$ cat src/rtl/csd_scaler_pkg.sv
package csd_scaler_pkg;

   localparam int MAX_DIGITS = 64;

   // Fixed-point gain code: floor(num * 2^frac / den)
   function automatic longint gain_code(input longint num, input longint den, input int frac);
      return (num <<< frac) / den;
   endfunction

   // Canonical signed-digit expansion; sel_neg picks the mask of -1 digits,
   // otherwise the mask of +1 digits is returned.
   function automatic logic [MAX_DIGITS-1:0] csd_mask(input longint value, input bit sel_neg);
      logic [MAX_DIGITS-1:0] pos_m;
      logic [MAX_DIGITS-1:0] neg_m;
      longint v;
      pos_m = '0;
      neg_m = '0;
      v     = value;
      for (int i = 0; i < MAX_DIGITS; i++) begin
         if (v[0]) begin
            if (v[1]) begin
               neg_m[i] = 1'b1;
               v = v + 1;
            end else begin
               pos_m[i] = 1'b1;
               v = v - 1;
            end
         end
         v = v >>> 1;
      end
      return sel_neg ? neg_m : pos_m;
   endfunction

   function automatic int digit_count(input logic [MAX_DIGITS-1:0] m);
      int n;
      n = 0;
      for (int i = 0; i < MAX_DIGITS; i++) n += int'(m[i]);
      return n;
   endfunction

endpackage

$ cat src/rtl/csd_horner_chain.sv
module csd_horner_chain #(
   parameter int IN_W = 16,
   parameter int NDIG = 19,
   parameter int AW   = IN_W + NDIG + 1,
   parameter logic [NDIG-1:0] POS_MASK = '0,
   parameter logic [NDIG-1:0] NEG_MASK = '0
) (
   input  logic signed [IN_W-1:0] x,
   output logic signed [AW-1:0]   prod
);

   // Pre-scaling the input by 2^(NDIG-1) means every right shift in the
   // LSB-first Horner nest drops only zero bits, so the product is exact.
   localparam int PRE_SHIFT = NDIG - 1;

   logic signed [AW-1:0] x_ext;
   logic signed [AW-1:0] term;
   logic signed [AW-1:0] stage [NDIG];

   assign x_ext = {{(AW-IN_W){x[IN_W-1]}}, x};
   assign term  = x_ext <<< PRE_SHIFT;

   for (genvar i = 0; i < NDIG; i++) begin : g_dig
      logic signed [AW-1:0] base;
      if (i == 0) begin : g_first
         assign base = '0;
      end else begin : g_next
         assign base = stage[i-1] >>> 1;
      end

      if (POS_MASK[i]) begin : g_add
         assign stage[i] = base + term;
      end else if (NEG_MASK[i]) begin : g_sub
         assign stage[i] = base - term;
      end else begin : g_wire
         assign stage[i] = base;
      end
   end

   assign prod = stage[NDIG-1];

endmodule

$ cat src/rtl/round_clamp.sv
module round_clamp #(
   parameter int AW            = 36,
   parameter int FRAC_W        = 16,
   parameter int OUT_W         = 16,
   parameter bit ROUND_NEAREST = 1'b1
) (
   input  logic signed [AW-1:0]    prod,
   output logic signed [OUT_W-1:0] y
);

   localparam logic signed [AW-1:0] OUT_MAX = AW'((longint'(1) <<< (OUT_W-1)) - 1);
   localparam logic signed [AW-1:0] OUT_MIN = -AW'(longint'(1) <<< (OUT_W-1));
   localparam logic signed [AW-1:0] HALF    = AW'(longint'(1) <<< (FRAC_W-1));

   logic signed [AW-1:0] biased;
   logic signed [AW-1:0] whole;

   if (ROUND_NEAREST) begin : g_nearest
      assign biased = prod + HALF;
   end else begin : g_floor
      assign biased = prod;
   end

   assign whole = biased >>> FRAC_W;

   always_comb begin
      if (whole > OUT_MAX)      y = OUT_MAX[OUT_W-1:0];
      else if (whole < OUT_MIN) y = OUT_MIN[OUT_W-1:0];
      else                      y = whole[OUT_W-1:0];
   end

endmodule

$ cat src/rtl/csd_gain_scaler.sv
module csd_gain_scaler #(
   parameter int     IN_W          = 16,
   parameter int     OUT_W         = 16,
   parameter int     FRAC_W        = 16,
   parameter longint GAIN_NUM      = 1000,
   parameter longint GAIN_DEN      = 825,
   parameter bit     ROUND_NEAREST = 1'b1
) (
   input  logic                    clk,
   input  logic                    rst_n,
   input  logic                    in_valid,
   input  logic signed [IN_W-1:0]  in_data,
   output logic                    out_valid,
   output logic signed [OUT_W-1:0] out_data
);
   import csd_scaler_pkg::*;

   localparam longint GAIN_Q = gain_code(GAIN_NUM, GAIN_DEN, FRAC_W);
   localparam int     NDIG   = FRAC_W + 3;
   localparam int     AW     = IN_W + NDIG + 1;
   localparam logic [MAX_DIGITS-1:0] POS_FULL = csd_mask(GAIN_Q, 1'b0);
   localparam logic [MAX_DIGITS-1:0] NEG_FULL = csd_mask(GAIN_Q, 1'b1);
   localparam logic [NDIG-1:0] POS_MASK = POS_FULL[NDIG-1:0];
   localparam logic [NDIG-1:0] NEG_MASK = NEG_FULL[NDIG-1:0];

   if (IN_W < 2 || OUT_W < 2 || FRAC_W < 1) begin : g_bad_width
      $error("csd_gain_scaler: widths too small");
   end
   if (NDIG > MAX_DIGITS || AW > 62) begin : g_bad_size
      $error("csd_gain_scaler: digit chain too wide");
   end
   if (GAIN_DEN <= 0 || GAIN_Q <= 0 || GAIN_Q >= (longint'(1) <<< (FRAC_W+1))) begin : g_bad_gain
      $error("csd_gain_scaler: gain must lie in (0, 2)");
   end
   if ((POS_FULL & NEG_FULL) != '0 || ((POS_FULL | NEG_FULL) & ((POS_FULL | NEG_FULL) >> 1)) != '0)
   begin : g_bad_csd
      $error("csd_gain_scaler: signed-digit form is not canonical");
   end

   logic signed [AW-1:0]    product;
   logic signed [OUT_W-1:0] scaled;

   csd_horner_chain #(
      .IN_W(IN_W), .NDIG(NDIG), .AW(AW),
      .POS_MASK(POS_MASK), .NEG_MASK(NEG_MASK)
   ) u_chain (
      .x(in_data),
      .prod(product)
   );

   round_clamp #(
      .AW(AW), .FRAC_W(FRAC_W), .OUT_W(OUT_W), .ROUND_NEAREST(ROUND_NEAREST)
   ) u_round (
      .prod(product),
      .y(scaled)
   );

   always_ff @(posedge clk or negedge rst_n) begin
      if (!rst_n) begin
         out_valid <= 1'b0;
         out_data  <= '0;
      end else begin
         out_valid <= in_valid;
         if (in_valid) out_data <= scaled;
      end
   end

endmodule

$ cat config.mk
export PLATFORM = sky130hd
export DESIGN_NAME = csd_gain_scaler
export DESIGN_NICKNAME = d
export VERILOG_FILES = /design/src/rtl/csd_scaler_pkg.sv /design/src/rtl/csd_horner_chain.sv /design/src/rtl/round_clamp.sv /design/src/rtl/csd_gain_scaler.sv
export SDC_FILE = /design/constraint.sdc
export NUM_CORES = 1
export LEC_CHECK = 0
export ABC_AREA = 1
export CAP_MARGIN = 20
export CORE_MARGIN = 3
export CORE_UTILIZATION = 30
export DETAILED_ROUTE_END_ITERATION = 7
export GPL_TIMING_DRIVEN = 1
export HOLD_SLACK_MARGIN = 0.08
export SYNTH_ARGS = -nofsm -noshare
export SYNTH_HDL_FRONTEND = slang
export SYNTH_SLANG_ARGS = --single-unit
$ cat constraint.sdc
create_clock -name clk -period 1.4 [get_ports clk]
set_input_delay 0.28 -clock clk [delete_from_list [all_inputs] [get_ports clk]]
set_output_delay 0.28 -clock clk [all_outputs]
set_load 0.05 [all_outputs]
==> results of run 1 <==
-- metrics by stage --
stage	hold slack, ns	cell area [sq um]
2_1_floorplan	-0.0156	6010
3_3_place_gp	0.527	8780
3_5_place_dp	0.532	8780
4_1_cts	0.369	9690
5_1_grt	0.390	10200
6_report	0.362	10200
-- worst min path at each step --
stage	from	to	cells after the start
after floorplan	rst_n	out_data[0]$_DFFE_PN0P_	0
after global placement	out_data[8]$_DFFE_PN0P_	out_data[8]$_DFFE_PN0P_	2
after detailed placement	out_data[1]$_DFFE_PN0P_	out_data[1]$_DFFE_PN0P_	2
after CTS	rst_n	out_data[1]$_DFFE_PN0P_	2
after global routing	rst_n	out_data[1]$_DFFE_PN0P_	2
final	rst_n	out_data[1]$_DFFE_PN0P_	2
-- worst register-to-register path, cell delays in order, from the launching register on --
cell and delay, ns:
dfrtp_1 0.40, nand2_1 0.09, o21ai_2 0.05
-- timing repair --
item	CTS	global route
hold buffers	0	0
gates resized for setup	107	104
gates cloned	2	0
setup endpoints to repair	16	16
buffers inserted	46	16
pin swaps	92	78
-- cell families (layout without fill, tap and decap cells) --
kind of cell             after synthesis  count (layout)  synth area share, %
AO/OA/AOI/OAI                        163             163                 16.7
XOR/XNOR                              99              99                 15.8
adder cells (fa/ha/maj)              118             118                 25.7
buffers and inverters                138             493                 9.29
flip-flops                            17              17                 7.33
AND/OR/NAND/NOR                      338             339                 25.3
-- area by class of cell --
type                    count  share of cell area, %
clock buffers               4                  0.774
inverters                 132                   4.92
multi-input cells         719                   57.6
flip-flops and latches     17                   4.18
well taps                 260                   3.20
repair buffers            357                   29.3
-- cells in the mapped netlist (3+ instances only) --
cell type,number
a31oi_1,4
a21o_1,4
o211ai_1,3
nor2_4,3
ha_1,116
nand3_2,3
nand2_2,5
xor2_1,67
nor2_1,38
nor2_2,3
xor2_2,4
o21a_1,4
inv_1,121
nand4_1,15
nand3_1,32
o21bai_1,7
nand2_1,218
a21oi_1,85
o21ai_1,3
dfrtp_1,17
nor3_1,10
inv_2,9
a211oi_1,5
o21ai_0,30
xnor2_1,27
-- flip-flops by register name, summed over array words and instances (netlist names) --
register and flops:
out_valid 1, out_data 16
-- routing by layer --
metal	global-route usage, %	vias to the layer above	part of all wire, %
met5	0	-	0
met4	2.42	0	0.74
met3	0.656	12	1.2
met2	30.4	57	55
met1	17.7	3113	43
li1	-	3602	-
==> flow_summary.toml, run 1 <==
[placement]
routabilityCongestion = 0.851
dp_slack_ns = -9.25
numPortBuffers = 35
dp_hpwl_um = 13600
numPlacedInstances = 1424

[cts]
clkLatencyLatePin_ns = 0.24
ctsHtreeMaxLevel = 1
clkTransAtPathRegs_ns = 0.05
cts_tree = "done"
cts.path.max_buffers = 2
cts_num_sinks = 17
cts_root_buffer = "clkbuf_16"
cts_buffers = 3

[layout]
instances_no_fill = 1489
drive_gt1_share_pct = 45.2
areaGrowthSynthToFinish_pct = 75.4
final_core_util_pct = 54.1
final_common_cell = "buf_4"
diodes = 0
fillers = 1718
mostFrequentLayoutCells = "310 x buf_4, 165 x nand2_1, 114 x inv_1"
finalNetCount = 1367
register_area_sq_um = 425
multi_input_area_sq_mm = 0.00587

[routing]
wl_um = 17100
drtAntennaViolNets = 0
initialDrtViolationCount = 132
vias = 6784
first_pass_iters = 4
drc = 0
wl_per_cell_um = 11.5
via_per_inst = 4.56

[setup_path]
r2r-end = "out_data[15]$_DFFE_PN0P_"
critPathMaxStageDelay_ns = 0.36
crit_family = "simple AND/OR/NAND/NOR gates"
cp-start-kind = "input port"
setup.worst_path.end_class = "flop"
crit_type = "in2reg"
crit_slowest_cell = "ha_1"
crit_start = "in_data[1]"
arrival_ns = 9.67
rrSetupSlack_ns = 0.75
cp_data_required_time_ns = 1.53
r2r_cells = 2
r2r_start = "out_data[15]$_DFFE_PN0P_"
cp_max_fo = 8
cp_num_buf_inv = 17
cp.depth = 74
crit_end = "out_data[9]$_DFFE_PN0P_"

[sta]
worst_slew_pin_slew_ns = 0.349
relSlewSlack_pct = 76.7
fin_skew_ns = 0
fin_crit_sh_pct = 681
hold_violations = 0
setup_viol = 16
max_freq_mhz = 105
rsz0062_at_grt = "yes"
maxSlewViolCount = 0
finalCriticalPeriod_ns = 9.54
fin_ws_ns = -8.14
fin_tns_setup_ns = -129.46

[die]
die-area_sq_mm = 0.0211
die-height_um = 145
ios = 36
start_util_pct = 30.8
fp.dieW_um = 145
rows = 50
core_sq_mm = 0.0188

[synth]
ys_seq_area_share_pct = 7.33
synth_edf_count = 0
synth_top_area_share_pct = 25.0
synth-warning-count = 0
synthTopCellsByArea = "ha_1 25%, nand2_1 14%, xor2_1 10%"
syn_area_sq_mm = 0.00581
avgSynthCellArea_sq_um = 6.65
ys_types = 55
syn_inst = 873
ys_ff_latch = 17
dominantRegCellSynth = "dfrtp_1"
yosysTopAreaCell = "ha_1"
syn_nets = 1010
ys_async_sr_fraction_pct = 100

[run_status]
violations = "negative setup slack"
status = "finished, violations left"

[global_routing]
grt_max_degree = 18
gr-total-overflow = 0
grt_usage_pct = 15.1
grt_pass1_wl_um = 28000
antenna_found_initial = 0
grt_pass1_vias = 6671

[job]
cap_violations = 0

[worst_hold_path]
min_path_type = "in2async"
Power of run 1 is not shown: default switching activity piles up to over one toggle a cycle in this logic, so the estimate is an artifact.
==> run 2, diff against run 1 <==
CORE_UTILIZATION = 45   (was 30)
==> run 2 against run 1 <==
Worst setup slack lost 0.40 ns. The flow still finishes with violations (negative setup slack). Count of clock-buffer cells in the layout shrank 1. Flip-flop and latch count stayed put. Register-to-register slack lost 0.03 ns. Core utilization up 29 points. Routed wire length grew 24%. Non-clock buffer count is 11 higher. Via count up 7.6%. Cell count is 5.4% lower. Global-route usage increased by 11 points. Sequential share of layout area about the same.
==> flow_summary.toml, run 2 (same netlist as run 1, synthesis figures left out) <==
[run_status]
status = "finished, violations left"
violations = "negative setup slack"

[layout]
diodes = 0
mostFrequentLayoutCells = "318 x buf_4, 178 x nand2_1, 111 x inv_1"
fillers = 758
max_flop_register = "out_data"
reg.largest.list = "out_data x16, out_valid x1"
final_common_cell = "buf_4"
areaGrowthSynthToFinish_pct = 75.9
instances_no_fill = 1408
final_cell_area_sq_mm = 0.0102
finalNetCount = 1378
drive_gt1_share_pct = 46.2
largest_register_ffs = 16

[routing]
wl_per_cell_um = 15.0
drtAntennaViolNets = 0
initialDrtViolationCount = 353
drc = 0
vias = 7298
first_pass_iters = 5
via_per_inst = 5.18
wl_um = 21200

[cts]
clkTransAtPathRegs_ns = 0.05
cts_tree = "done"
cts_hold_buf = 0
cts.path.max_buffers = 2
cts_root_buffer = "clkbuf_16"
ctsHtreeMaxLevel = 1
cts_buffers = 3
cts_num_sinks = 17
clkLatencyLatePin_ns = 0.25

[placement]
dpl_cell_area_sq_mm = 0.00863
dp_slack_ns = -9.56
dp_hpwl_um = 14700
numPortBuffers = 35
numPlacedInstances = 1328
routabilityCongestion = 0.910

[die]
die-height_um = 120
rows = 40
die-area_sq_mm = 0.0143
fp.dieW_um = 120
ios = 36
core_sq_mm = 0.0123
start_util_pct = 47.2

[global_routing]
grt_max_degree = 18
grt_pass1_wl_um = 32400
gr-total-overflow = 0
grt_usage_pct = 26.3
antenna_found_initial = 0
grt_pass1_vias = 7291

[worst_hold_path]
min_path_type = "in2async"

[sta]
setup_viol = 16
timing.hold.ws_ns = 0.374
rsz0062_at_grt = "yes"
fin_crit_sh_pct = 710
worst_slew_pin_slew_ns = 0.374
fin_ws_ns = -8.54
hold_violations = 0
finalCriticalPeriod_ns = 9.94
max_freq_mhz = 101
fin_skew_ns = 0
maxSlewViolCount = 0
relSlewSlack_pct = 74.9

[setup_path]
crit_path_frequent_cell = "nand2_1"
crit_slowest_cell = "ha_1"
arrival_ns = 10.07
crit_type = "in2reg"
cp-start-kind = "input port"
setup.worst_path.end_class = "flop"
critPathMaxStageDelay_ns = 0.38
cp_data_required_time_ns = 1.54
cp_max_fo = 7

[job]
cap_violations = 0
[run 2: cell types whose count changed in the layout (fill, tap and decap cells not counted), sizes merged]
cell	previous run	this run
buf	342	352
clkinv	2	3
[run 2: cell type report]
cell class	instances	area (sq um)	area share, %
Clock inverter	1	5.00	0.0490
Sequential cell	17	425	4.16
Multi-Input combinational cell	719	5910	57.8
Tap cell	168	210	2.06
Clock buffer	3	75.1	0.735
Inverter	132	500	4.90
Timing Repair Buffer	368	3090	30.3
[run 2: metal layers]
layer / share of wire, % / global-route usage (%)
met5: 0 / 0
met2: 52 / 49.2
met4: 4.8 / 10.7
met1: 40 / 31.1
met3: 3.1 / 1.51
[run 2: per-stage QoR]
stage	util [%]	TNS (ns)
after CTS	77.7	-130.51
final	83.0	-136.07
after global placement	70.1	-147.05
after floorplan	-	-121.95
after detailed placement	70.1	-152.29
after global routing	83.0	-145.48
[run 2: worst paths after layout]
path | start | to | slack (ns) | cells past startpoint
min reg2reg | out_data[7]$_DFFE_PN0P_ | out_data[7]$_DFFE_PN0P_ | 0.55 | 2
min in group clk | out_data[7]$_DFFE_PN0P_ | out_data[7]$_DFFE_PN0P_ | 0.55 | 2
min | rst_n | out_data[8]$_DFFE_PN0P_ | 0.37 | 2
max | in_data[1] | out_data[0]$_DFFE_PN0P_ | -8.54 | 68
max in group asynchronous | rst_n | out_data[5]$_DFFE_PN0P_ | 0.84 | 2
max reg2reg | out_data[1]$_DFFE_PN0P_ | out_data[1]$_DFFE_PN0P_ | 0.72 | 2
[run 2: what timing repair did]
action                     4_1_cts  5_1_grt
resized for setup              119       96
setup endpoints to repair       16       16
pin swaps                      118      110
cloned                           0        2
buffers inserted                51       24
[run 2: worst max-delay path: cells and delay by family]
family                   cells  cell delay, ns
buffers and inverters       12            1.52
AO/OA/AOI/OAI               22            3.26
adder cells (fa/ha/maj)      7            2.15
XOR/XNOR                     7            1.18
AND/OR/NAND/NOR             20            1.64
Power of run 2 is left out for the same reason.
